<file path="src/rtl/sdiv_seq.sv">
module sdiv_seq #(
  parameter int W = 32
) (
  input  logic         clk,
  input  logic         rst_n,
  input  logic         start,
  input  logic [W-1:0] dividend,
  input  logic [W-1:0] divisor,
  input  logic         want_rem,
  output logic         busy,
  output logic         done,
  output logic         div_by_zero,
  output logic [W-1:0] result
);
  localparam int CW = $clog2(W + 1);

  typedef enum logic [1:0] {S_IDLE, S_RUN, S_FIN} st_t;

  st_t          st;
  logic [CW-1:0] cnt;
  logic [W:0]    rem_q;
  logic [W-1:0]  quo_q;
  logic [W-1:0]  dvs_q;
  logic          negq_q, negr_q, sel_q;

  wire          a_neg   = dividend[W-1];
  wire          b_neg   = divisor[W-1];
  wire [W-1:0]  a_mag   = a_neg ? -dividend : dividend;
  wire [W-1:0]  b_mag   = b_neg ? -divisor : divisor;
  wire [W:0]    shifted = {rem_q[W-1:0], quo_q[W-1]};
  wire [W:0]    trial   = shifted - {1'b0, dvs_q};
  wire [W-1:0]  q_fix   = negq_q ? -quo_q : quo_q;
  wire [W-1:0]  r_fix   = negr_q ? -rem_q[W-1:0] : rem_q[W-1:0];

  assign busy = (st != S_IDLE);

  always_ff @(posedge clk or negedge rst_n) begin
    if (!rst_n) begin
      st          <= S_IDLE;
      cnt         <= '0;
      rem_q       <= '0;
      quo_q       <= '0;
      dvs_q       <= '0;
      negq_q      <= 1'b0;
      negr_q      <= 1'b0;
      sel_q       <= 1'b0;
      done        <= 1'b0;
      div_by_zero <= 1'b0;
      result      <= '0;
    end else begin
      done <= 1'b0;
      case (st)
        S_IDLE: begin
          if (start) begin
            if (divisor == '0) begin
              done        <= 1'b1;
              div_by_zero <= 1'b1;
              result      <= '0;
            end else begin
              div_by_zero <= 1'b0;
              st          <= S_RUN;
              cnt         <= '0;
              rem_q       <= '0;
              quo_q       <= a_mag;
              dvs_q       <= b_mag;
              negq_q      <= a_neg ^ b_neg;
              negr_q      <= a_neg;
              sel_q       <= want_rem;
            end
          end
        end
        S_RUN: begin
          if (!trial[W]) begin
            rem_q <= trial;
            quo_q <= {quo_q[W-2:0], 1'b1};
          end else begin
            rem_q <= shifted;
            quo_q <= {quo_q[W-2:0], 1'b0};
          end
          cnt <= cnt + CW'(1);
          if (cnt == CW'(W - 1)) st <= S_FIN;
        end
        S_FIN: begin
          result <= sel_q ? r_fix : q_fix;
          done   <= 1'b1;
          st     <= S_IDLE;
        end
        default: st <= S_IDLE;
      endcase
    end
  end
endmodule

</file>
<file path="config.mk">
export PLATFORM = sky130hd
export DESIGN_NAME = sdiv_seq
export DESIGN_NICKNAME = d
export VERILOG_FILES = /design/src/rtl/sdiv_seq.sv
export SDC_FILE = /design/constraint.sdc
export NUM_CORES = 1
export LEC_CHECK = 0
export BUFFER_PORTS_ARGS = -buffer_cell sky130_fd_sc_hd__buf_4
export CAP_MARGIN = 0
export CORE_ASPECT_RATIO = 0.75
export CORE_MARGIN = 4
export CORE_UTILIZATION = 56
export CTS_BUF_LIST = sky130_fd_sc_hd__clkbuf_2 sky130_fd_sc_hd__clkbuf_4 sky130_fd_sc_hd__clkbuf_8
export DETAILED_ROUTE_END_ITERATION = 8
export PLACE_DENSITY = 0.81
export SYNTH_ARGS = -nofsm -noshare
export SYNTH_HDL_FRONTEND = slang
export SYNTH_SLANG_ARGS = --single-unit
</file>
<file path="constraint.sdc">
create_clock -name clk -period 2.9 [get_ports clk]
set_input_delay 0.58 -clock clk [delete_from_list [all_inputs] [get_ports clk]]
set_output_delay 0.58 -clock clk [all_outputs]
set_load 0.05 [all_outputs]
</file>
==> run_results.csv, run 1 <==
group,metric,value,unit
pwr,power,16.3,mW
floorplan,die_x,164,µm
finish,fill_cells,1241,
yosys,syn-instance-count,1214,
grt,grt_use_total,0.294,
yosys,avgSynthCellArea,8.42,µm²
yosys,synth_common_cells,"141 x dfrtp_1, 134 x nand2_1, 112 x o21ai_0, 89 x nor2_1, 78 x xor2_1",
setup_path,path_max_fanout,6,
placed_design,io_buffers,102,
yosys,async_flop_share,1.00,
sta,fin_crit_sh,1.04,
yosys,synth.area.top_cells,"dfrtp_1 35%, xor2_1 6.7%, xnor2_1 5.8%",
routing,routed_wl,30800,µm
clock_network,hold_buffers,0,
status,status,"finished, violations left",
sta,tns,-1.50,ns
setup_path,slowest_stage,"dfrtp_2",
min_path,hp-class,"input port to asynchronous set/reset pin",
routing,met1Wirelength,13000,µm
floorplan,rows,42,
finish,final_cells,1704,
grt,grt_pass1_wl,49700,µm
setup_path,crit_path_start,"quo_q[31]",
finish,nets,1555,
placed_design,dp_hpwl,21900,µm
yosys,synth_top_area_share,0.345,
yosys,yosysWarnings,0,
setup_path,worstSetupPathType,"flip-flop to flip-flop",
floorplan,core,0.0178,mm²
sta,rsz0062_at_grt,"true",
finish,antennaDiodeCount,0,
routing,firstDrtPassIters,8,
pwr,power_density,1220,mW/mm²
yosys,synth_nets,1320,
finish,utilization,0.753,
clock_network,cts.path.max_buffers,2,
sta,slew_headroom,0.380,
clock_network,clkTransAtPathRegs,0.09,ns
placed_design,placed_area,0.0125,mm²
yosys,synth_edf_count,0,
placed_design,dp_worst_setup_slack,-0.525,ns
routing,drt_iter0_markers,1102,
status,violations,"setup timing",
sta,tightest_slew,0.930,ns
setup_path,path_cells,"inv_2, ha_4, fa_2, nand2b_4, a21oi_4, o21ai_2, a211oi_2, buf_4, a2111oi_4, buf_6, buf_12, xnor2_4, buf_6, mux2i_1, o21ai_1",
clock_network,cts_root_buf,"clkbuf_8",
setup_path,cp-start-kind,"flip-flop",
clock_network,cts_sinks,141,
placed_design,placedCellCount,1662,
sta,period_needed,3.01,ns
yosys,yosysMostFrequentCell,"dfrtp_1",
clock_network,h-tree-depth,4,
finish,layout-drive-gt1-share,0.264,
sta,hold_viol,0,
routing,drc,0,
sta,setup_viol,22,
yosys,yosysTopAreaCell,"dfrtp_1",
sta,drv_slew,0,
routing,ant_nets,0,
floorplan,dieArea,0.0205,mm²
setup_path,crit_family,"buffers and inverters",
routing,dr_wl_met3,2660,µm
sta,timing.final.ws_setup,-0.114,ns
finish,syn_to_final_growth,30.8,%
setup_path,end_kind,"flip-flop",
pwr,leakagePower,6.04,nW
setup_path,r2r_start,"quo_q[31]",
grt,grt_max_degree,65,
clock_network,clk_latency,0.47,ns
grt,antenna_found_initial,0,
yosys,synthFlopType,"dfrtp_1",
sta,whs,0.0694,ns
routing,post_drt_wl_per_cell,18.1,µm
floorplan,io_pins,103,
floorplan,die_height,125,µm
routing,met2_length,14500,µm
finish,stdcell_area,0.0134,mm²
flow_run,max_cap_violations,0,
setup_path,crit_arrival,3.34,ns
yosys,ys_ff_latch,141,
setup_path,crit_required,3.23,ns
yosys,synth_cell_types,64,
setup_path,slowest_delay,0.43,ns
setup_path,crit_top_cell,"buf_6",
pwr,ir_drop,0.740,mV
clock_network,tritoncts,"yes",
grt,grt_pass1_vias,10200,
yosys,synth.yosys.seq_area_share,0.345,
placed_design,place.gp.congestion,0.924,
sta,finClkSkew,0.0189,ns
routing,top_layer,"met4",
clock_network,cts_made_buffers,17,
sta,fmax,0.332,GHz
yosys,synth_area,0.0102,mm²
routing,routed_via_density,6.28,
setup_path,path_buf_inv,5,
routing,routed-via-count,10700,
floorplan,start_util,0.575,
grt,grt_overflow,0,
==> layout by cell type (no fill, tap or decap), drive strengths merged, types with 5 or more instances in the layout <==
master and n:
clkbuf 20, or3 20, inv 59, a221o 22
nor4 9, a22oi 10, and2 5, buf 284
a32oi 13, o31ai 41, ha 37, o311ai 14
a21oi 64, and3 5, clkinv 5, dfrtp 141
or4 17, mux2i 9, nand2 134, xnor2 68
nand3 40, or2 7, nand2b 14, o41ai 20
clkinvlp 6, a211oi 5, nand4 12, nor3 14
a21o 11, o21ai 113, xor2 78, a22o 7
o211ai 7, nor2 90, o221ai 9
==> sequential cells by signal, summed over array words and instances, names as in the netlist <==
| name | cells |
|---|---|
| dvs_q | 32 |
| quo_q | 32 |
| rem_q | 32 |
| result | 32 |
| cnt | 6 |
| st | 2 |
| div_by_zero | 1 |
| done | 1 |
| negq_q | 1 |
| negr_q | 1 |
| sel_q | 1 |
==> path summary, 6_finish.rpt <==
check                           cells past startpoint   endpoint  slack, ns
worst max-delay path                               15   rem_q[9]      -0.11
min in group clk                                    3      sel_q       0.34
worst min register to register                      2  dvs_q[23]       0.49
worst max register to register                     15   rem_q[9]      -0.11
max in group asynchronous                           2  quo_q[31]       1.95
worst min-delay path                                1   quo_q[9]       0.07
==> cell families (layout without fill, tap and decap cells) <==
family	after synthesis	after routing	share of synthesized area
simple gates	385	385	0.180
compound gates	368	368	0.244
xor+xnor	146	146	0.125
flops	141	141	0.345
buf+inv	127	375	0.0498
fa+ha+maj	38	38	0.0473
mux	9	9	0.00881
==> final cells by class <==
class                           count  area [µm²]  area share
Clock buffer                       19         249      0.0186
Clock inverter                     13         120     0.00898
Inverter                           58         218      0.0163
Multi-Input combinational cell    946        6610       0.494
Sequential cell                   141        3530       0.264
Tap cell                          242         303      0.0226
Timing Repair Buffer              285        2340       0.175
==> metal layers <==
layer	up-vias	GRT usage
met1	5188	0.419
met2	532	0.458
met5	-	0
li1	4904	-
met3	69	0.0595
met4	0	0.0833
==> where the power goes <==
part           total, mW  internal, mW  switching [mW]  leakage [nW]
clock               1.54         0.697           0.844         0.171
sequential          3.53          2.72           0.803          1.75
combinational       11.2          5.35            5.89          4.12
==> timing repair <==
action,CTS,global route
endpoints found under the setup margin,45,47
pin swaps,13,4
resized for setup,54,36
cloned,2,1
setup buffers,8,13
Note: power is estimated with default switching activity, not from simulation.
==> run 2, diff against run 1 <==
CORE_UTILIZATION = 55   (was 56)
CTS_BUF_LIST = sky130_fd_sc_hd__clkbuf_16   (was sky130_fd_sc_hd__clkbuf_2 sky130_fd_sc_hd__clkbuf_4 sky130_fd_sc_hd__clkbuf_8)
PLACE_DENSITY = 0.78   (was 0.81)
==> run 2 against run 1 <==
The flow still finishes with violations (setup timing); utilization down 0.46 points; non-clock buffer count shrank 7; clock power up 36%; combinational power down 9%; routed wire length down 0.88%; highest routed layer unchanged.
==> run_results.csv, run 2 (synthesis gave the netlist of run 1 again) <==
group,metric,value,unit
setup_path,end_kind,"flip-flop",
sta,tightest_slew,0.988,ns
placed_design,io_buffers,102,
grt,grt_pass1_vias,10000,
routing,routed_via_density,6.18,
floorplan,start_util,0.570,
sta,rsz0062_at_grt,"true",
clock_network,cts_made_buffers,17,
sta,fin_crit_sh,1.03,
pwr,power_density,1180,mW/mm²
status,violations,"setup timing",
grt,grt_max_degree,67,
clock_network,clk_latency,0.44,ns
status,status,"finished, violations left",
sta,timing.final.ws_setup,-0.0974,ns
sta,period_needed,3.00,ns
placed_design,dp_hpwl,22100,µm
clock_network,cts_root_buf,"clkbuf_16",
routing,firstDrtPassIters,6,
sta,slew_headroom,0.339,
setup_path,r2r_cells,14,
finish,final_cells,1697,
sta,setup_viol,23,
setup_path,path_max_fanout,8,
clock_network,tritoncts,"yes",
routing,drc,0,
grt,antenna_found_initial,0,
routing,ant_nets,0,
setup_path,crit_path_start,"quo_q[31]",
floorplan,die_height,126,µm
clock_network,clkTransAtPathRegs,0.06,ns
min_path,hp-class,"input port to asynchronous set/reset pin",
routing,routed_wl,30500,µm
setup_path,r2r_start,"quo_q[31]",
pwr,leakagePower,6.07,nW
setup_path,r2r_end,"rem_q[27]",
floorplan,dieArea,0.0209,mm²
setup_path,crit_arrival,3.31,ns
sta,drv_slew,0,
finish,mostFrequentLayoutCells,"260 x buf_4, 140 x dfrtp_1, 133 x nand2_1, 99 x o21ai_0, 87 x nor2_1",
clock_network,cts_sinks,141,
finish,nets,1548,
placed_design,place.gp.congestion,0.967,
sta,fmax,0.334,GHz
sta,finClkSkew,0.00863,ns
flow_run,max_cap_violations,0,
grt,grt_use_total,0.284,
floorplan,core,0.0179,mm²
setup_path,crit_required,3.21,ns
finish,mostFrequentLayoutCell,"buf_4",
clock_network,h-tree-depth,4,
setup_path,r2r_slack,-0.1,ns
floorplan,io_pins,103,
pwr,ir_drop,0.768,mV
routing,drt_iter0_markers,960,
finish,fill_cells,1292,
sta,hold_viol,0,
placed_design,placedCellCount,1659,
finish,layout-drive-gt1-share,0.254,
routing,routed-via-count,10500,
clock_network,cts.path.max_buffers,2,
finish,antennaDiodeCount,0,
floorplan,rows,42,
setup_path,cp-start-kind,"flip-flop",
floorplan,die_x,165,µm
setup_path,worstSetupPathType,"flip-flop to flip-flop",
finish,syn_to_final_growth,31.2,%
grt,grt_overflow,0,
grt,grt_pass1_wl,48600,µm
placed_design,dp_worst_setup_slack,-0.499,ns
routing,post_drt_wl_per_cell,18.0,µm
run 2: through the flow:
step                TNS, ns   util  power, mW  hold WS (ns)  instance area, µm²
floorplan             -9.69      -       9.47         0.284               10300
global placement     -47.43  0.695       12.3         0.466               12500
detailed placement   -53.82  0.695       12.6         0.475               12500
CTS                  -0.193  0.729       15.0         0.154               13100
global route          -3.49  0.748       16.9         0.180               13400
finish               -0.858  0.748       15.8         0.119               13400
run 2: repair_timing:
action	4_1_cts	5_1_grt
cloned	0	2
hold buffers	0	0
hold endpoints to repair	0	0
endpoints found under the setup margin	52	61
setup buffers	1	3
gates resized for setup	21	62
pin swaps	1	7
run 2: worst max path at each step:
stage	end	cells past startpoint	slack [ns]
floorplan	quo_q[31]	9	-0.18
global placement	result[1]	9	-0.45
detailed placement	cnt[5]	10	-0.50
CTS	rem_q[1]	13	-0.04
global route	rem_q[1]	14	-0.18
finish	rem_q[27]	14	-0.1
run 2: layer usage:
metal  global-route usage  share of wire  vias to the layer above
met5                    0              0                        -
met4               0.0732          0.019                        0
met1                0.405           0.43                     5067
li1                     -              -                     4891
met2                0.450           0.47                      455
met3               0.0487          0.076                       67
run 2: critical path, stage by stage (launching register included):
cell and delay (ns):
dfrtp_2 0.43, inv_2 0.08, ha_4 0.16, fa_2 0.34, nand2b_4 0.16, a21oi_4 0.20, o21ai_4 0.10, a211oi_2 0.29
buf_4 0.18, a2111oi_4 0.06, buf_6 0.16, xnor2_4 0.23, buf_6 0.18, mux2i_4 0.23, o21ai_1 0.07
run 2: cell type report:
type | instances | area, µm² | share of cell area
multi-input cells | 946 | 6560 | 0.489
clock buffers | 17 | 425 | 0.0317
well taps | 242 | 303 | 0.0226
clock inverters | 15 | 125 | 0.00933
flip-flops and latches | 141 | 3530 | 0.263
repair buffers | 278 | 2240 | 0.167
inverters | 58 | 218 | 0.0162
run 2: report_power, final:
group / leakage [nW] / internal [mW] / switching, mW
Sequential: 1.75 / 2.73 / 0.824
Clock: 0.262 / 1.17 / 0.914
Combinational: 4.06 / 4.68 / 5.47
Total: 6.07 / 8.59 / 7.20
